## src/rtl/cnt_pkg.sv

```systemverilog
package cnt_pkg;

    typedef enum logic [1:0] {
        CNT_OP_HOLD = 2'd0,
        CNT_OP_INC  = 2'd1,
        CNT_OP_LOAD = 2'd2
    } cnt_op_e;

endpackage

```

## src/rtl/cnt_ctrl.sv

```systemverilog
module cnt_ctrl
    import cnt_pkg::*;
(
    input  logic    ld_en,
    input  logic    cnt_en,
    output cnt_op_e op_o
);

    // Load outranks count; clear is handled by the register itself.
    always_comb begin
        if (ld_en) begin
            op_o = CNT_OP_LOAD;
        end else if (cnt_en) begin
            op_o = CNT_OP_INC;
        end else begin
            op_o = CNT_OP_HOLD;
        end
    end

endmodule

```

## src/rtl/cnt_incr.sv

```systemverilog
module cnt_incr #(
    parameter int W = 4
) (
    input  logic [W-1:0] val_i,
    output logic [W-1:0] inc_o,
    output logic         all_ones_o
);

    logic [W:0] chain;

    assign chain[0] = 1'b1;

    for (genvar b = 0; b < W; b++) begin : g_bit
        assign inc_o[b]     = val_i[b] ^ chain[b];
        assign chain[b + 1] = chain[b] & val_i[b];
    end

    // The chain survives to the top only when every bit is one.
    assign all_ones_o = chain[W];

endmodule

```

## src/rtl/cascade_counter.sv

```systemverilog
module cascade_counter
    import cnt_pkg::*;
#(
    parameter int W = 4
) (
    input  logic         clk,
    input  logic         clr_n,
    input  logic         ld_en,
    input  logic         cnt_en,
    input  logic [W-1:0] preset_i,
    output logic [W-1:0] value_o,
    output logic         carry_o
);

    typedef struct packed {
        logic [W-1:0] value;
    } cnt_state_t;

    cnt_state_t   st_d;
    cnt_state_t   st_q;
    cnt_op_e      op;
    logic [W-1:0] inc_val;
    logic         at_top;

    cnt_ctrl u_ctrl (
        .ld_en  (ld_en),
        .cnt_en (cnt_en),
        .op_o   (op)
    );

    cnt_incr #(.W(W)) u_incr (
        .val_i      (st_q.value),
        .inc_o      (inc_val),
        .all_ones_o (at_top)
    );

    always_comb begin
        st_d = st_q;
        case (op)
            CNT_OP_LOAD: st_d.value = preset_i;
            CNT_OP_INC:  st_d.value = inc_val;
            default:     st_d.value = st_q.value;
        endcase
    end

    always_ff @(posedge clk or negedge clr_n) begin
        if (!clr_n) begin
            st_q <= '0;
        end else begin
            st_q <= st_d;
        end
    end

    assign value_o = st_q.value;
    assign carry_o = at_top && (op == CNT_OP_INC);


    clear_zero_chk: assert property (@(posedge clk)
        !clr_n |-> (value_o == '0));


    load_wins_chk: assert property (@(posedge clk) disable iff (!clr_n)
        ld_en |=> (value_o == $past(preset_i)));


    step_one_chk: assert property (@(posedge clk) disable iff (!clr_n)
        (!ld_en && cnt_en) |=> (value_o == $past(value_o) + 1'b1));


    idle_hold_chk: assert property (@(posedge clk) disable iff (!clr_n)
        (!ld_en && !cnt_en) |=> $stable(value_o));


    wrap_zero_chk: assert property (@(posedge clk) disable iff (!clr_n)
        carry_o |=> (value_o == '0));


    carry_gate_chk: assert property (@(posedge clk) disable iff (!clr_n)
        carry_o |-> (cnt_en && !ld_en && (&value_o)));

endmodule

```

## config.mk

```make
export PLATFORM = sky130hd
export DESIGN_NAME = cascade_counter
export DESIGN_NICKNAME = d
export VERILOG_FILES = /design/src/rtl/cnt_pkg.sv /design/src/rtl/cnt_ctrl.sv /design/src/rtl/cnt_incr.sv /design/src/rtl/cascade_counter.sv
export SDC_FILE = /design/constraint.sdc
export NUM_CORES = 1
export LEC_CHECK = 0
export CAP_MARGIN = 25
export CORE_AREA = 2 2 39 41
export CTS_CLUSTER_SIZE = 24
export DETAILED_ROUTE_END_ITERATION = 8
export DIE_AREA = 0 0 41 43
export PLACE_DENSITY_LB_ADDON = 0.1
export SLEW_MARGIN = 15
export SYNTH_ARGS = -nofsm -noshare
export SYNTH_HDL_FRONTEND = slang
export SYNTH_HIERARCHICAL = 1
export SYNTH_SLANG_ARGS = --single-unit
```

## constraint.sdc

```tcl
create_clock -name clk -period 1.8 [get_ports clk]
set_input_delay 0.27 -clock clk [delete_from_list [all_inputs] [get_ports clk]]
set_output_delay 0.27 -clock clk [all_outputs]
set_load 0.005 [all_outputs]
```

Word-level counts from Yosys, hierarchy flattened --
Index checks and enable logic that the tools add are counted.
Cells by class: add/subtract/negate cells 0, multiply operators 0, div/mod/pow operators 0, magnitude comparators 0, eq/ne operators 2, shifts and indexed selects 0, muxes and demuxes 3, bitwise gates (word level) 7, reduce and logical (&&, ||, !) cells 2
Operators by type and width (count):
- 4-bit one-hot mux with 2 select lines | 1
- 1-bit bitwise AND | 3
- 1-bit bitwise XOR | 3
- 2-bit by 1-bit equality test with 1-bit output (second input constant) | 1
- 2-bit equality test (second input constant) | 1
- 2-bit two-way mux | 1
- 2-bit nonzero test | 1
- 1-bit logical AND | 1
- 1-bit two-way mux | 1
- 1-bit inverter | 1
Storage, ports and cells: bits in registers 4, bits in latches 0, memory bits (writable) 0, bits in read-only memories 0, bits of input ports 8, memories kept 0

Depth between registers and ports, before layout --
depth after elaboration 4, gate-level depth with buffers 6, gate-level depth less buffers 5

Cells and area by module --
Netlist, hierarchy kept.
Modules (own cells, without submodules):
- cascade_counter | times used 1, cells an instance 20, area an instance 210.2 sq um, seq. area each 100.1 sq um
- cnt_incr | times used 1, cells an instance 4, area an instance 41.3 sq um, seq. area each 0.0 sq um
- cnt_ctrl | times used 1, cells an instance 2, area an instance 21.3 sq um, seq. area each 0.0 sq um

Worst setup path before layout --
OpenSTA, ideal clock, no wires.
path type register to output, from register st_q, in the netlist value_o[0], to output port carry_o, arrival 1.109 ns, setup slack 0.421 ns, cell stages (with the launch flop) 5, path buffers 0, cell sequence dfrtp_1 ha_1 ha_1 ha_1 and2_2
On the way: longest elaborated chain between the ends 4
RTL lines:
- start, declared | RTL line cascade_counter.sv:20 | cnt_state_t st_q;
- start signal, assigned | RTL line cascade_counter.sv:50 | st_q <= st_d;
- 1-bit bitwise AND (3 in series) | RTL line cnt_incr.sv:15 | assign chain[b + 1] = chain[b] & val_i[b];
- via at_top | RTL line cascade_counter.sv:23 | logic at_top;
- 1-bit logical AND | RTL line cascade_counter.sv:55 | assign carry_o = at_top && (op == CNT_OP_INC);
- end, declared | RTL line cascade_counter.sv:12 | output logic carry_o
The timed path passes the listed nets, and every way through them passes these cells.

Worst setup path after layout --
from register st_q, in the netlist value_o[1], to output port carry_o
The elaborated chain is that of the path after synthesis.

==> results.cfg <==
[status]
status = finished, final reports clean

[final_layout]
largest_register_ffs = 4
finalNonFillerCells = 59
num-fill-cells = 151
multi_input_area_um2 = 151
drive_gt1_share_pct = 27.9
nNetsFinal = 57
area_growth_pct = 63.8
seq_area_um2 = 100
insertedDiodeCount = 0

[clock_network]
cts_root_buf = clkbuf_4
cts_buffers = 3
cts.sinks = 4
clk_path_buf_depth = 2
h-tree-depth = 1
clk_latency_ns = 0.23
cts_tree = yes
clkTransAtPathRegs_ns = 0.04
ctsHoldBuffers = 0

[routing]
top_layer = met3
avgViaCountPerCell = 3.92
ant_nets = 0
vias = 231
dr.pass1.iters = 2
drc = 0
dr_wl_met2_um = 281
wl_met3_um = 46
drt-initial-drc-count = 3
avgRoutedWirePerCell_um = 9.44
wl_met1_um = 229
routed_wl_um = 557

[power]
peakVddDrop_uv = 271
p_leak_uw = 0.000206
power_uw = 347
p_per_area_nw_per_um2 = 776

[die]
design.core.area_um2 = 1380
initial_utilization_pct = 19.7
die_y_um = 43
die_w_um = 41
die_area_um2 = 1760
io_pins = 13
row_count = 14

[yosys]
synthCells = 26
yosysSeqAreaShare_pct = 36.7
syn_area_per_cell_um2 = 10.5
yosysTopAreaCell = dfrtp_1
synth_area_leaders = dfrtp_1 (37%), ha_1 (18%), mux2i_1 (15%), o21ai_1 (7.3%), nand2_1 (5.5%)
ys_seq_elements = 4
ys_types = 10
synth_fp_nets = 38
yosysTopAreaCellShare_pct = 36.7
syn-cell-area_um2 = 273
yosys_warnings = 6

[global_route]
grt_use_total_pct = 7.96
grt_overflow = 0
grt_pass1_wl_um = 903
grt_pass1_vias = 237
antenna_found_initial = 0
grt_max_degree = 9

[critical_path]
crit_fanout = 2
cp.arrival_ns = 1.40
r2r-start = value_o[1]
reg2reg_slack_ns = 0.47
crit_family = adder cells
start_kind = flip-flop
reg2reg_depth = 5
path_class = reg2out
path_cells = ha_2, ha_2, ha_1, and2_2, clkbuf_2
cpMostUsedCell = ha_2
rr_endpoint = value_o[3]
slowest_stage = dfrtp_1
cp-end-kind = output port
slowest_delay_ns = 0.38
required_ns = 1.53
path_buf_inv = 1

[timing]
grt_setup_unrepaired = false
tns_ns = 0
finalCriticalPeriod_ns = 1.67
skew_ns = 0.00380
fin_crit_sh_pct = 92.5
postLayoutSetupSlackWorst_ns = 0.134
fmax_mhz = 600
final_hold_viol_count = 0
slew_viol_final = 0
slew-limit-headroom_pct = 84.2
setup_violations = 0
max_slew.worst_pin.slew_ns = 0.236

[place]
port_buffers = 12
dp_slack_ns = -0.115
dp_hpwl_um = 440
gp_congestion = 0.685
place_inst = 55

[run]
cap_violations = 0

[worst_hold_path]
hold_path_class = in2async
==> per-layer routing <==
metal  vias to the layer above  global-route usage, %
li1                        122                      -
met1                       102                   8.47
met2                         7                   11.9
met3                         0                   1.57
met4                         0                   8.00
met5                         -                      0
==> synthesized netlist by cell type <==
| cell type | instances |
|---|---|
| ha_1 | 4 |
| inv_1 | 2 |
| o21ai_1 | 4 |
| buf_4 | 1 |
| and2_2 | 1 |
| buf_6 | 1 |
| nor2b_4 | 1 |
| nand2_1 | 4 |
| mux2i_1 | 4 |
| dfrtp_1 | 4 |
==> cell type report <==
type / count / share of cell area (%)
Multi-Input combinational cell: 18 / 33.9
Timing Repair Buffer: 16 / 32.5
Sequential cell: 4 / 22.4
Clock buffer: 3 / 5.04
Tap cell: 16 / 4.48
Inverter: 2 / 1.68
==> worst max path at each step <==
stage                          start       to  slack, ns  cells after the start
after floorplan           value_o[0]  carry_o       0.42                      4
after global placement         ld_en  carry_o      -0.11                      5
after detailed placement       ld_en  carry_o      -0.11                      5
after CTS                 value_o[1]  carry_o       0.02                      5
after global routing      value_o[1]  carry_o       0.06                      5
final                     value_o[1]  carry_o       0.13                      5
==> cell families after synthesis <==
kind of cell | after synthesis | share of synthesized area, %
compound gates | 4 | 7.34
fa+ha+maj | 4 | 18.3
buf+inv | 4 | 9.63
flops | 4 | 36.7
mux | 4 | 14.7
simple gates | 6 | 13.3
==> report_power, final <==
part           total, µW  switching (µW)  internal [µW]
logic                120            41.3           78.5
registers            118            11.7            106
clock network        109            34.6           74.4
total                347            87.6            259
==> layout by cell type (no fill, tap or decap), drive strengths merged <==
master / netlist / layout
clkdlybuf4s50: 0 / 11
and2: 1 / 1
dfrtp: 4 / 4
inv: 2 / 2
buf: 2 / 4
nor2b: 1 / 1
clkbuf: 0 / 4
mux2i: 4 / 4
nand2: 4 / 4
o21ai: 4 / 4
ha: 4 / 4
==> metrics by stage <==
stage | hold WS (ns) | utilization, % | instance area (µm²)
global placement | 0.493 | 30.1 | 417
floorplan | -0.0256 | - | 273
detailed placement | 0.488 | 30.1 | 417
finish | 0.237 | 32.3 | 447
global route | 0.247 | 32.3 | 447
CTS | 0.236 | 32.1 | 444
==> what timing repair did <==
action | CTS | global route
buffers inserted | 0 | 1
endpoints found under the setup margin | 1 | 1
pin swaps | 1 | 0
resized for setup | 4 | 1
hold endpoints to repair | 0 | 0
Power figures use the tool's default switching activity.
